**src/rtl/rp_pkg.sv**
```systemverilog
package rp_pkg;
  localparam int ADDR_W        = 12;
  localparam int BUS_W         = 8;
  localparam int NIB_W         = 4;
  localparam int WIDE_AW       = 11;
  localparam int NARROW_PHASES = ADDR_W / NIB_W;
  localparam int WIDE_PHASES   = 2;
  localparam int WIDE_HI_W     = WIDE_AW - BUS_W;
  localparam int REG_IDX_W     = 3;
  localparam logic [ADDR_W-1:0] NARROW_REG_BASE = 12'hA00;
  localparam int                NARROW_REG_CNT  = 6;
  localparam logic [ADDR_W-1:0] WIDE_REG_BASE   = 12'h500;
  localparam int                WIDE_REG_CNT    = 3;
  localparam int PH_W = $clog2(NARROW_PHASES);

  typedef struct packed {
    logic                  we;
    logic                  is_reg;
    logic [ADDR_W-1:0]     addr;
    logic [REG_IDX_W-1:0]  idx;
    logic [BUS_W-1:0]      wdata;
  } xfer_t;
endpackage

```
**src/rtl/rp_sync.sv**
```systemverilog
module rp_sync #(
  parameter int W = 1,
  parameter int STAGES = 2,
  parameter logic [W-1:0] RST_VAL = '0
) (
  input  logic         clk_i,
  input  logic         rst_ni,
  input  logic [W-1:0] d_i,
  output logic [W-1:0] q_o,
  output logic [W-1:0] qd_o
);
  logic [W-1:0] chain_q [STAGES+1];

  always_ff @(posedge clk_i or negedge rst_ni) begin
    if (!rst_ni) begin
      for (int k = 0; k <= STAGES; k++) chain_q[k] <= RST_VAL;
    end else begin
      chain_q[0] <= d_i;
      for (int k = 1; k <= STAGES; k++) chain_q[k] <= chain_q[k-1];
    end
  end

  assign q_o  = chain_q[STAGES-1];
  assign qd_o = chain_q[STAGES];
endmodule

```
**src/rtl/rp_addr_seq.sv**
```systemverilog
module rp_addr_seq
  import rp_pkg::*;
(
  input  logic              clk_i,
  input  logic              rst_ni,
  input  logic              wide_i,
  input  logic              restart_i,
  input  logic              load_i,
  input  logic              bump_i,
  input  logic [BUS_W-1:0]  din_i,
  output logic [ADDR_W-1:0] addr_o
);
  logic [PH_W-1:0]   phase_q;
  logic [ADDR_W-1:0] addr_q;
  logic [PH_W-1:0]   last_ph;
  logic [ADDR_W-1:0] wrap_mask;

  assign last_ph   = wide_i ? PH_W'(WIDE_PHASES - 1) : PH_W'(NARROW_PHASES - 1);
  assign wrap_mask = wide_i ? ADDR_W'((1 << WIDE_AW) - 1) : '1;

  always_ff @(posedge clk_i or negedge rst_ni) begin
    if (!rst_ni) phase_q <= '0;
    else if (restart_i) phase_q <= '0;
    else if (load_i) phase_q <= (phase_q == last_ph) ? '0 : phase_q + 1'b1;
  end

  always_ff @(posedge clk_i or negedge rst_ni) begin
    if (!rst_ni) begin
      addr_q <= '0;
    end else if (load_i) begin
      if (!wide_i) begin
        addr_q[ADDR_W-1 - NIB_W*int'(phase_q) -: NIB_W] <= din_i[NIB_W-1:0];
      end else if (phase_q == '0) begin
        addr_q[ADDR_W-1:BUS_W] <= {{(ADDR_W-WIDE_AW){1'b0}}, din_i[WIDE_HI_W-1:0]};
      end else begin
        addr_q[BUS_W-1:0] <= din_i;
      end
    end else if (bump_i) begin
      addr_q <= (addr_q + 1'b1) & wrap_mask;
    end
  end

  assign addr_o = addr_q;

  AST_PHASE_RANGE: assert property (@(posedge clk_i) disable iff (!rst_ni)
    int'(phase_q) < NARROW_PHASES);
  AST_WIDE_TOP_CLEAR: assert property (@(posedge clk_i) disable iff (!rst_ni)
    (load_i && wide_i && phase_q == '0 && !restart_i) |=> !addr_q[ADDR_W-1]);
endmodule

```
**src/rtl/rp_access.sv**
```systemverilog
module rp_access
  import rp_pkg::*;
(
  input  logic                 clk_i,
  input  logic                 rst_ni,
  input  logic                 wide_i,
  input  logic                 en_on_i,
  input  logic                 wr_commit_i,
  input  logic                 rd_start_i,
  input  logic [ADDR_W-1:0]    addr_i,
  input  logic [BUS_W-1:0]     wbus_i,
  input  logic [BUS_W-1:0]     mem_rdata_i,
  input  logic [BUS_W-1:0]     reg_rdata_i,
  output logic                 mem_req_o,
  output logic                 reg_req_o,
  output logic                 we_o,
  output logic [ADDR_W-1:0]    addr_o,
  output logic [REG_IDX_W-1:0] reg_idx_o,
  output logic [BUS_W-1:0]     wdata_o,
  output logic [BUS_W-1:0]     rdata_o
);
  logic [ADDR_W-1:0] base;
  logic [ADDR_W-1:0] offs;
  logic              reg_hit;
  xfer_t             nxt, cur_q;
  logic              req_q, pend_q, pend_reg_q;
  logic [BUS_W-1:0]  rdata_q, rsel;

  assign base    = wide_i ? WIDE_REG_BASE : NARROW_REG_BASE;
  assign offs    = addr_i - base;
  assign reg_hit = (addr_i >= base) &&
                   (offs < (wide_i ? ADDR_W'(WIDE_REG_CNT) : ADDR_W'(NARROW_REG_CNT)));

  always_comb begin
    nxt.we     = wr_commit_i;
    nxt.is_reg = reg_hit;
    nxt.addr   = addr_i;
    nxt.idx    = reg_hit ? offs[REG_IDX_W-1:0] : '0;
    nxt.wdata  = wide_i ? wbus_i : {{(BUS_W-NIB_W){1'b0}}, wbus_i[NIB_W-1:0]};
  end

  always_ff @(posedge clk_i or negedge rst_ni) begin
    if (!rst_ni) begin
      req_q <= 1'b0;
      cur_q <= '0;
    end else begin
      req_q <= en_on_i && (wr_commit_i || rd_start_i);
      if (wr_commit_i || rd_start_i) cur_q <= nxt;
    end
  end

  assign rsel = pend_reg_q ? reg_rdata_i : mem_rdata_i;

  always_ff @(posedge clk_i or negedge rst_ni) begin
    if (!rst_ni) begin
      pend_q     <= 1'b0;
      pend_reg_q <= 1'b0;
      rdata_q    <= '0;
    end else begin
      pend_q     <= req_q && !cur_q.we;
      pend_reg_q <= cur_q.is_reg;
      if (pend_q)
        rdata_q <= wide_i ? rsel : {{(BUS_W-NIB_W){1'b0}}, rsel[NIB_W-1:0]};
    end
  end

  assign mem_req_o = req_q && !cur_q.is_reg;
  assign reg_req_o = req_q && cur_q.is_reg;
  assign we_o      = cur_q.we;
  assign addr_o    = cur_q.addr;
  assign reg_idx_o = cur_q.idx;
  assign wdata_o   = cur_q.wdata;
  assign rdata_o   = rdata_q;

  AST_QUIET_WHEN_OFF: assert property (@(posedge clk_i) disable iff (!rst_ni)
    !en_on_i |=> !(mem_req_o || reg_req_o));
  AST_REG_IDX_RANGE: assert property (@(posedge clk_i) disable iff (!rst_ni)
    reg_req_o |-> int'(reg_idx_o) < NARROW_REG_CNT);
  AST_NARROW_READ_UPPER: assert property (@(posedge clk_i) disable iff (!rst_ni)
    (pend_q && !wide_i) |=> rdata_o[BUS_W-1:NIB_W] == '0);
endmodule

```
**src/rtl/rp_host_port.sv**
```systemverilog
module rp_host_port
  import rp_pkg::*;
#(
  parameter int SYNC_STAGES = 2
) (
  input  logic        clk_i,
  input  logic        rst_ni,
  input  logic        wide_i,
  input  logic        en_ni,
  input  logic        sel_data_i,
  input  logic        wr_ni,
  input  logic        rd_ni,
  input  logic [7:0]  bus_i,
  output logic [7:0]  bus_o,
  output logic        bus_oe_o,
  output logic        mem_req_o,
  output logic        reg_req_o,
  output logic        req_we_o,
  output logic [11:0] req_addr_o,
  output logic [2:0]  reg_idx_o,
  output logic [7:0]  req_wdata_o,
  input  logic [7:0]  mem_rdata_i,
  input  logic [7:0]  reg_rdata_i
);
  localparam int SW = BUS_W + 4;
  localparam logic [SW-1:0] SYNC_RST = {{BUS_W{1'b0}}, 4'b1011};

  logic [SW-1:0] s_now, s_dly;
  logic [BUS_W-1:0] bus_dly;
  logic en_on, sel_d, sel_dd, wr_s, wr_d, rd_s, rd_d;
  logic wr_rise, rd_fall, rd_rise, sel_back;
  logic load, wr_commit, rd_start, rd_done, restart, bump;
  logic [ADDR_W-1:0] cur_addr;

  rp_sync #(.W(SW), .STAGES(SYNC_STAGES), .RST_VAL(SYNC_RST)) u_sync (
    .clk_i, .rst_ni,
    .d_i ({bus_i, en_ni, sel_data_i, wr_ni, rd_ni}),
    .q_o (s_now),
    .qd_o(s_dly)
  );

  assign en_on   = !s_now[3];
  assign sel_d   = s_now[2];
  assign sel_dd  = s_dly[2];
  assign wr_s    = s_now[1];
  assign wr_d    = s_dly[1];
  assign rd_s    = s_now[0];
  assign rd_d    = s_dly[0];
  assign bus_dly = s_dly[SW-1:4];

  assign wr_rise  = wr_s && !wr_d;
  assign rd_fall  = !rd_s && rd_d;
  assign rd_rise  = rd_s && !rd_d;
  assign sel_back = !sel_d && sel_dd;

  assign load      = en_on && wr_rise && !sel_d;
  assign wr_commit = en_on && wr_rise && sel_d;
  assign rd_start  = en_on && rd_fall && sel_d && wr_s;
  assign rd_done   = en_on && rd_rise && sel_d;
  assign restart   = !en_on || sel_back;
  assign bump      = wr_commit || rd_done;

  rp_addr_seq u_addr (
    .clk_i, .rst_ni, .wide_i,
    .restart_i(restart),
    .load_i   (load && !restart),
    .bump_i   (bump),
    .din_i    (bus_dly),
    .addr_o   (cur_addr)
  );

  rp_access u_acc (
    .clk_i, .rst_ni, .wide_i,
    .en_on_i    (en_on),
    .wr_commit_i(wr_commit),
    .rd_start_i (rd_start),
    .addr_i     (cur_addr),
    .wbus_i     (bus_dly),
    .mem_rdata_i,
    .reg_rdata_i,
    .mem_req_o,
    .reg_req_o,
    .we_o       (req_we_o),
    .addr_o     (req_addr_o),
    .reg_idx_o,
    .wdata_o    (req_wdata_o),
    .rdata_o    (bus_o)
  );

  assign bus_oe_o = en_on && sel_d && !rd_s && wr_s;

  AST_PORTS_EXCLUSIVE: assert property (@(posedge clk_i) disable iff (!rst_ni)
    !(mem_req_o && reg_req_o));
  AST_NO_DRIVE_BOTH_LOW: assert property (@(posedge clk_i) disable iff (!rst_ni)
    (!wr_s && !rd_s) |-> !bus_oe_o);
  AST_NO_DRIVE_ADDR_MODE: assert property (@(posedge clk_i) disable iff (!rst_ni)
    !sel_d |-> !bus_oe_o);
endmodule

```
**config.mk**
```make
export PLATFORM = sky130hd
export DESIGN_NAME = rp_host_port
export DESIGN_NICKNAME = d
export VERILOG_FILES = /design/src/rtl/rp_pkg.sv /design/src/rtl/rp_sync.sv /design/src/rtl/rp_addr_seq.sv /design/src/rtl/rp_access.sv /design/src/rtl/rp_host_port.sv
export SDC_FILE = /design/constraint.sdc
export NUM_CORES = 1
export LEC_CHECK = 0
export ABC_AREA = 1
export BUFFER_PORTS_ARGS = -buffer_cell sky130_fd_sc_hd__buf_2
export CAP_MARGIN = 0
export CORE_MARGIN = 2
export CORE_UTILIZATION = 61
export DETAILED_ROUTE_END_ITERATION = 12
export PLACE_DENSITY = 0.89
export SLEW_MARGIN = 15
export SYNTH_ARGS = -nofsm -noshare
export SYNTH_HDL_FRONTEND = slang
export SYNTH_HIERARCHICAL = 1
export SYNTH_SLANG_ARGS = --single-unit
```
**constraint.sdc**
```tcl
create_clock -name clk_i -period 3.3 [get_ports clk_i]
set_input_delay 0.66 -clock clk_i [delete_from_list [all_inputs] [get_ports clk_i]]
set_output_delay 0.66 -clock clk_i [all_outputs]
set_load 0.05 [all_outputs]
```
== Word-level counts from Yosys, hierarchy flattened ==
Index checks and enable logic that the tools add are counted.
W data, S select, Z words.
Word-level totals
  bits in registers: 86
  latch bits: 0
  memory bits (writable): 0
  bits in read-only memories: 0
  bits of input ports: 31
  output and inout bits: 35
  word-level logic and storage cells: 82
  memories: 0
Cells by class
  $add $sub $neg: 5
  multiply operators: 0
  div/mod/pow operators: 0
  magnitude comparators: 2
  equality and inequality tests: 3
  shift operators: 2
  muxes and demuxes: 17
  bitwise gates (word level): 1
  reductions and logical operators: 37
Operators by type and width (number)
  $mux W12: 5
  $neg A32 Y33: 1
  $shift A4 B33 Y15 const A: 1
  $shiftx A4 B33 Y15: 1
  $mux W8: 4
  $logic_and A1 B1 Y1: 21
  $add A12 B1 Y12 const B: 1
  $and A12 B12 Y12: 1
  $bwmux W12: 1
  $ge A12 B12 Y1: 1
  $lt A12 B12 Y1: 1
  $sub A12 B12 Y12: 1
  $logic_not A1 Y1: 8
  $mux W2: 4
  $mux W3: 2
  $ne A3 B3 Y1 const B: 2
  $sub A4 B4 Y5 const A: 1
  $mux W4: 1
  $reduce_and A2 Y1: 2
  $reduce_bool A2 Y1: 2
  $logic_or A1 B1 Y1: 3
  $add A2 B1 Y2 const B: 1
  $eq A2 B2 Y1: 1
  $logic_not A2 Y1: 1

== Logic depth before layout (Yosys ltp) ==
  depth in word-level cells: 7
  depth in mapped cells: 12
  depth with buffers taken out: 11

== Modules after synthesis ==
Netlist, hierarchy kept.
Modules (own cells, without submodules)
  rp_access: times used 1, cells each 230, area each 1899.3 um2, seq. area each 900.9 um2
  rp_addr_seq: times used 1, cells each 199, area each 1232.4 um2, seq. area each 350.3 um2
  rp_sync: times used 1, cells each 60, area each 1092.3 um2, seq. area each 912.1 um2
  rp_host_port: times used 1, cells each 21, area each 86.3 um2, seq. area each 0.0 um2

== Worst setup path after synthesis ==
Ideal clock, no wire load.
  kind: in2reg
  from: input wide_i
  to: register u_acc/cur_q[23] (netlist name)
  setup time: 0.065 ns
  arrival time: 1.795 ns
  path slack: 1.440 ns
  stages: 10
  cell sequence: ha_1 inv_1 fa_1 inv_1 nand2_1 nor2_1 nand2_1 nor2_4 nand4_1 nand2_1
Between the ends
  cells in the longest elaborated chain, start to end: 4
RTL lines
  start, declared: RTL line rp_host_port.sv:8  | input logic wide_i,
  $mux W12: RTL line rp_access.sv:29  | assign base = wide_i ? WIDE_REG_BASE : NARROW_REG_BASE;
  $sub A12 B12 Y12: RTL line rp_access.sv:30  | assign offs = addr_i - base;
  $lt A12 B12 Y1: RTL line rp_access.sv:32  | (offs < (wide_i ? ADDR_W'(WIDE_REG_CNT) : ADDR_W'(NARROW_REG_CNT)));
  $logic_and A1 B1 Y1 *: RTL line rp_access.sv:31  | assign reg_hit = (addr_i >= base) &&
  end signal, assigned: RTL line rp_access.sv:48  | if (wr_commit_i || rd_start_i) cur_q <= nxt;
  end, declared: RTL line rp_access.sv:25  | xfer_t nxt, cur_q;
Mark *: on every way between the ends. The rest lies on a longest branch, timed or not.
A chain may end at the register's enable or synchronous reset.

== Final worst setup path ==
  from: register u_sync.chain_q, in the netlist u_sync/q_o[1]
  to: register u_addr.addr_q[5], in the netlist u_addr/addr_o[5]
Between the ends
  cells in the longest elaborated chain, start to end: 6
RTL lines
  start, declared: RTL line rp_sync.sv:12  | logic [W-1:0] chain_q [STAGES+1];
  $logic_and A1 B1 Y1 *: RTL line rp_host_port.sv:51  | assign wr_rise = wr_s && !wr_d;
  $logic_and A1 B1 Y1 *: RTL line rp_host_port.sv:56, rp_host_port.sv:57
  $logic_and A1 B1 Y1 (on tied branches): RTL line rp_host_port.sv:56, rp_host_port.sv:57
  $logic_and A1 B1 Y1 or $logic_or A1 B1 Y1 (tied branches): RTL line rp_host_port.sv:66, rp_host_port.sv:61
  $ne A3 B3 Y1 (no source line) or $reduce_bool A2 Y1 (tied branches)
  $reduce_and A2 Y1 (no source line)
  end signal, assigned by index: RTL line rp_addr_seq.sv:34  | addr_q[ADDR_W-1:BUS_W] <= {{(ADDR_W-WIDE_AW){1'b0}}, din_i[WIDE_HI_W-1:0]};
  end signal, assigned by index: RTL line rp_addr_seq.sv:36  | addr_q[BUS_W-1:0] <= din_i;
  end signal, assigned: RTL line rp_addr_seq.sv:39  | addr_q <= (addr_q + 1'b1) & wrap_mask;
  end, declared: RTL line rp_addr_seq.sv:14  | logic [ADDR_W-1:0] addr_q;
Marked as above.

==> flow_summary.yaml <==
global_routing:
  gr-total-overflow: 0
  grt_util_all_layers_pct: 23.0
  grt_pass1_vias: 3162
  grt_max_degree: 86
  grt_pass1_wl_um: 13500
  grt_antenna_before_repair: 0
setup_path:
  crit_required_ns: 3.54
  cp-end-kind: "flip-flop"
  r2r_end: "u_addr/addr_o[5]"
  crit_buf_inv: 4
  reg2regPathDepth: 12
  start_kind: "flip-flop"
  critical_path_class: "reg -> reg"
  crit_fanout: 14
  arrival_ns: 2.39
  cp_top_family: "simple AND/OR/NAND/NOR gates"
  r2r_start: "u_sync/q_o[1]"
  cpMostUsedCell: "inv_1"
  worstPathCellList: "inv_1 -> nor2_1 -> inv_1 -> nor2_1 -> buf_4 -> inv_1 -> nand2_1 -> o21ai_2 -> nor2_4 -> nand2_1 -> o21ai_1 -> a21oi_1"
  reg2reg_slack_ns: 1.15
  max_stage_delay_ns: 0.54
  cp_slowest_cell: "dfstp_2"
sta:
  clock.fmax_mhz: 465
  rsz0062_at_grt: "false"
  fin_crit_sh_pct: 65.1
  tightest_slew_ns: 1.01
  finalSetupViolations: 0
  slew_headroom_pct: 32.5
  drv_slew: 0
  finalHoldViolCount: 0
  finClkSkew_ns: 0.0116
  post-route-min-period_ns: 2.15
  fin_tns_setup_ns: 0
power:
  p_per_area_nw_per_um2: 704
  p_leak_uw: 0.00244
  p_total_uw: 3190
  max-vdd-ir-drop_v: 0.000471
detailed_routing:
  top_layer: "met4"
  drc: 0
  drtIter0Drc: 182
  vias_per_cell: 5.25
  wl_met3_um: 363
  wl_met2_um: 4030
  wl_met1_um: 3310
  dr.pass1.iters: 7
  drt_wl_total_um: 8050
  ant_nets: 0
  routedWlPerCell_um: 13.1
  vias: 3233
finish:
  stdcell_count: 616
  final_layout_size_suffix_gt1_share_pct: 22.4
  diodes: 0
  fill_cells: 544
  area.growth.synth_to_final_pct: 7.36
  nets: 574
  fin_area_um2: 4530
  fin_util_pct: 67.0
place:
  placed_cells: 600
  postPlaceCellArea_um2: 4300
  dp_hpwl_um: 5760
  gp_congestion: 0.910
  portBuffers: 65
synth:
  synth_warnings: 6
  syn_area_per_cell_um2: 8.43
  synth_nets: 543
  syn_area_um2: 4220
  synth_cells: 500
cts:
  clk_pin_slew_ns: 0.09
  post_cts_buffers: 0
  hold_buffers: 0
  cts_tree: "built"
  clock_sinks: 85
  clock_path_buffers: 2
  cts_buffers: 9
  ctsHtreeMaxLevel: 3
  clk_latency_ns: 0.36
  cts_resized: 0
  clock-root-buffer: "clkbuf_8"
floorplanning:
  io_pins: 66
  num_rows: 30
  start_util_pct: 62.4
  dieArea_um2: 7590
  dieHeight_um: 87.1
  coreArea_um2: 6760
  die_w_um: 87.1
hold_path:
  hold_path_class: "reg -> reg"
  worstHoldStart: "u_sync/chain_q[35]"
  whs_path_depth: 0
  holdPathEnd: "u_sync/q_o[11]"
run:
  drv_cap: 0
run_status:
  status: "complete, no violations"
==> through the flow <==
stage / worst slack [ns] / hold WS [ns]
after floorplan: 1.44 / 0.331
after global placement: 1.01 / 0.332
after detailed placement: 0.894 / 0.336
after CTS: 1.19 / 0.354
after global routing: 0.969 / 0.359
final: 1.15 / 0.353
==> registers in the layout (all words and copies together), names as in the netlist <==
register and cells:
u_acc/addr_o 12, u_acc/cur_q 1, u_acc/pend_q 1, u_acc/pend_reg_q 1, u_acc/rdata_o 8, u_acc/reg_idx_o 3
u_acc/req_q 1, u_acc/wdata_o 8, u_acc/we_o 1, u_addr/addr_o 12, u_addr/phase_q 2, u_sync/chain_q 12
u_sync/q_o 12, u_sync/qd_o 11
==> how the worst max path moves through the flow <==
stage | from | endpoint | slack, ns | cells after the start
global placement | wide_i | u_acc/reg_idx_o[2] | 1.01 | 11
CTS | u_sync/q_o[1] | bus_oe_o | 1.19 | 5
global route | u_sync/q_o[1] | u_addr/addr_o[2] | 0.97 | 12
finish | u_sync/q_o[1] | u_addr/addr_o[5] | 1.15 | 12
detailed placement | wide_i | u_acc/reg_idx_o[2] | 0.89 | 11
floorplan | wide_i | u_acc/cur_q[23] | 1.44 | 10
==> layout make-up <==
type / count / area (um^2) / area share [%]
sequential: 85 / 2140 / 47.2
multi-input combinational: 303 / 1470 / 32.5
timing repair buffer: 67 / 343 / 7.57
inverter: 65 / 246 / 5.44
clock buffer: 9 / 124 / 2.74
clock inverter: 7 / 104 / 2.29
tap: 80 / 100 / 2.21
==> layer usage <==
metal	vias up	GRT usage, %
li1	1583	-
met1	1516	25.9
met2	105	40.2
met3	29	4.08
met4	0	14.5
met5	-	0
==> worst reg2reg max path: stages (launching register included) <==
cell and delay [ns]:
dfstp_2 0.54, inv_1 0.04, nor2_1 0.12, inv_1 0.05, nor2_1 0.09, buf_4 0.22, inv_1 0.23, nand2_1 0.14
o21ai_2 0.09, nor2_4 0.19, nand2_1 0.10, o21ai_1 0.12, a21oi_1 0.09
==> where the power goes <==
| group | leakage (uW) | switching, uW | internal [uW] |
|---|---|---|---|
| clock network | 0.000108 | 387 | 436 |
| logic | 0.00130 | 732 | 274 |
| registers | 0.00103 | 146 | 1210 |
==> cell usage in the layout, fill, tap and decap left out <==
| cell type | n |
|---|---|
| a21boi_1 | 2 |
| a21o_1 | 1 |
| a21oi_1 | 10 |
| a21oi_2 | 1 |
| a31oi_1 | 4 |
| and3_1 | 1 |
| buf_2 | 64 |
| buf_4 | 3 |
| bufinv_16 | 2 |
| clkbuf_8 | 9 |
| clkinvlp_4 | 2 |
| dfrtp_1 | 77 |
| dfstp_2 | 8 |
| fa_1 | 1 |
| ha_1 | 11 |
| inv_1 | 55 |
| inv_2 | 9 |
| inv_4 | 1 |
| inv_6 | 2 |
| inv_8 | 1 |
| nand2_1 | 139 |
| nand2_2 | 5 |
| nand3_1 | 26 |
| nand3b_1 | 1 |
| nand4_1 | 7 |
| nor2_1 | 47 |
| nor2_2 | 8 |
| nor2_4 | 3 |
| o211ai_1 | 2 |
| o21ai_0 | 6 |
| o21ai_1 | 19 |
| o21ai_2 | 2 |
| o21bai_1 | 1 |
| o22ai_1 | 4 |
| xnor2_1 | 1 |
| xor2_1 | 1 |
Note: power is estimated with default switching activity, not from simulation.
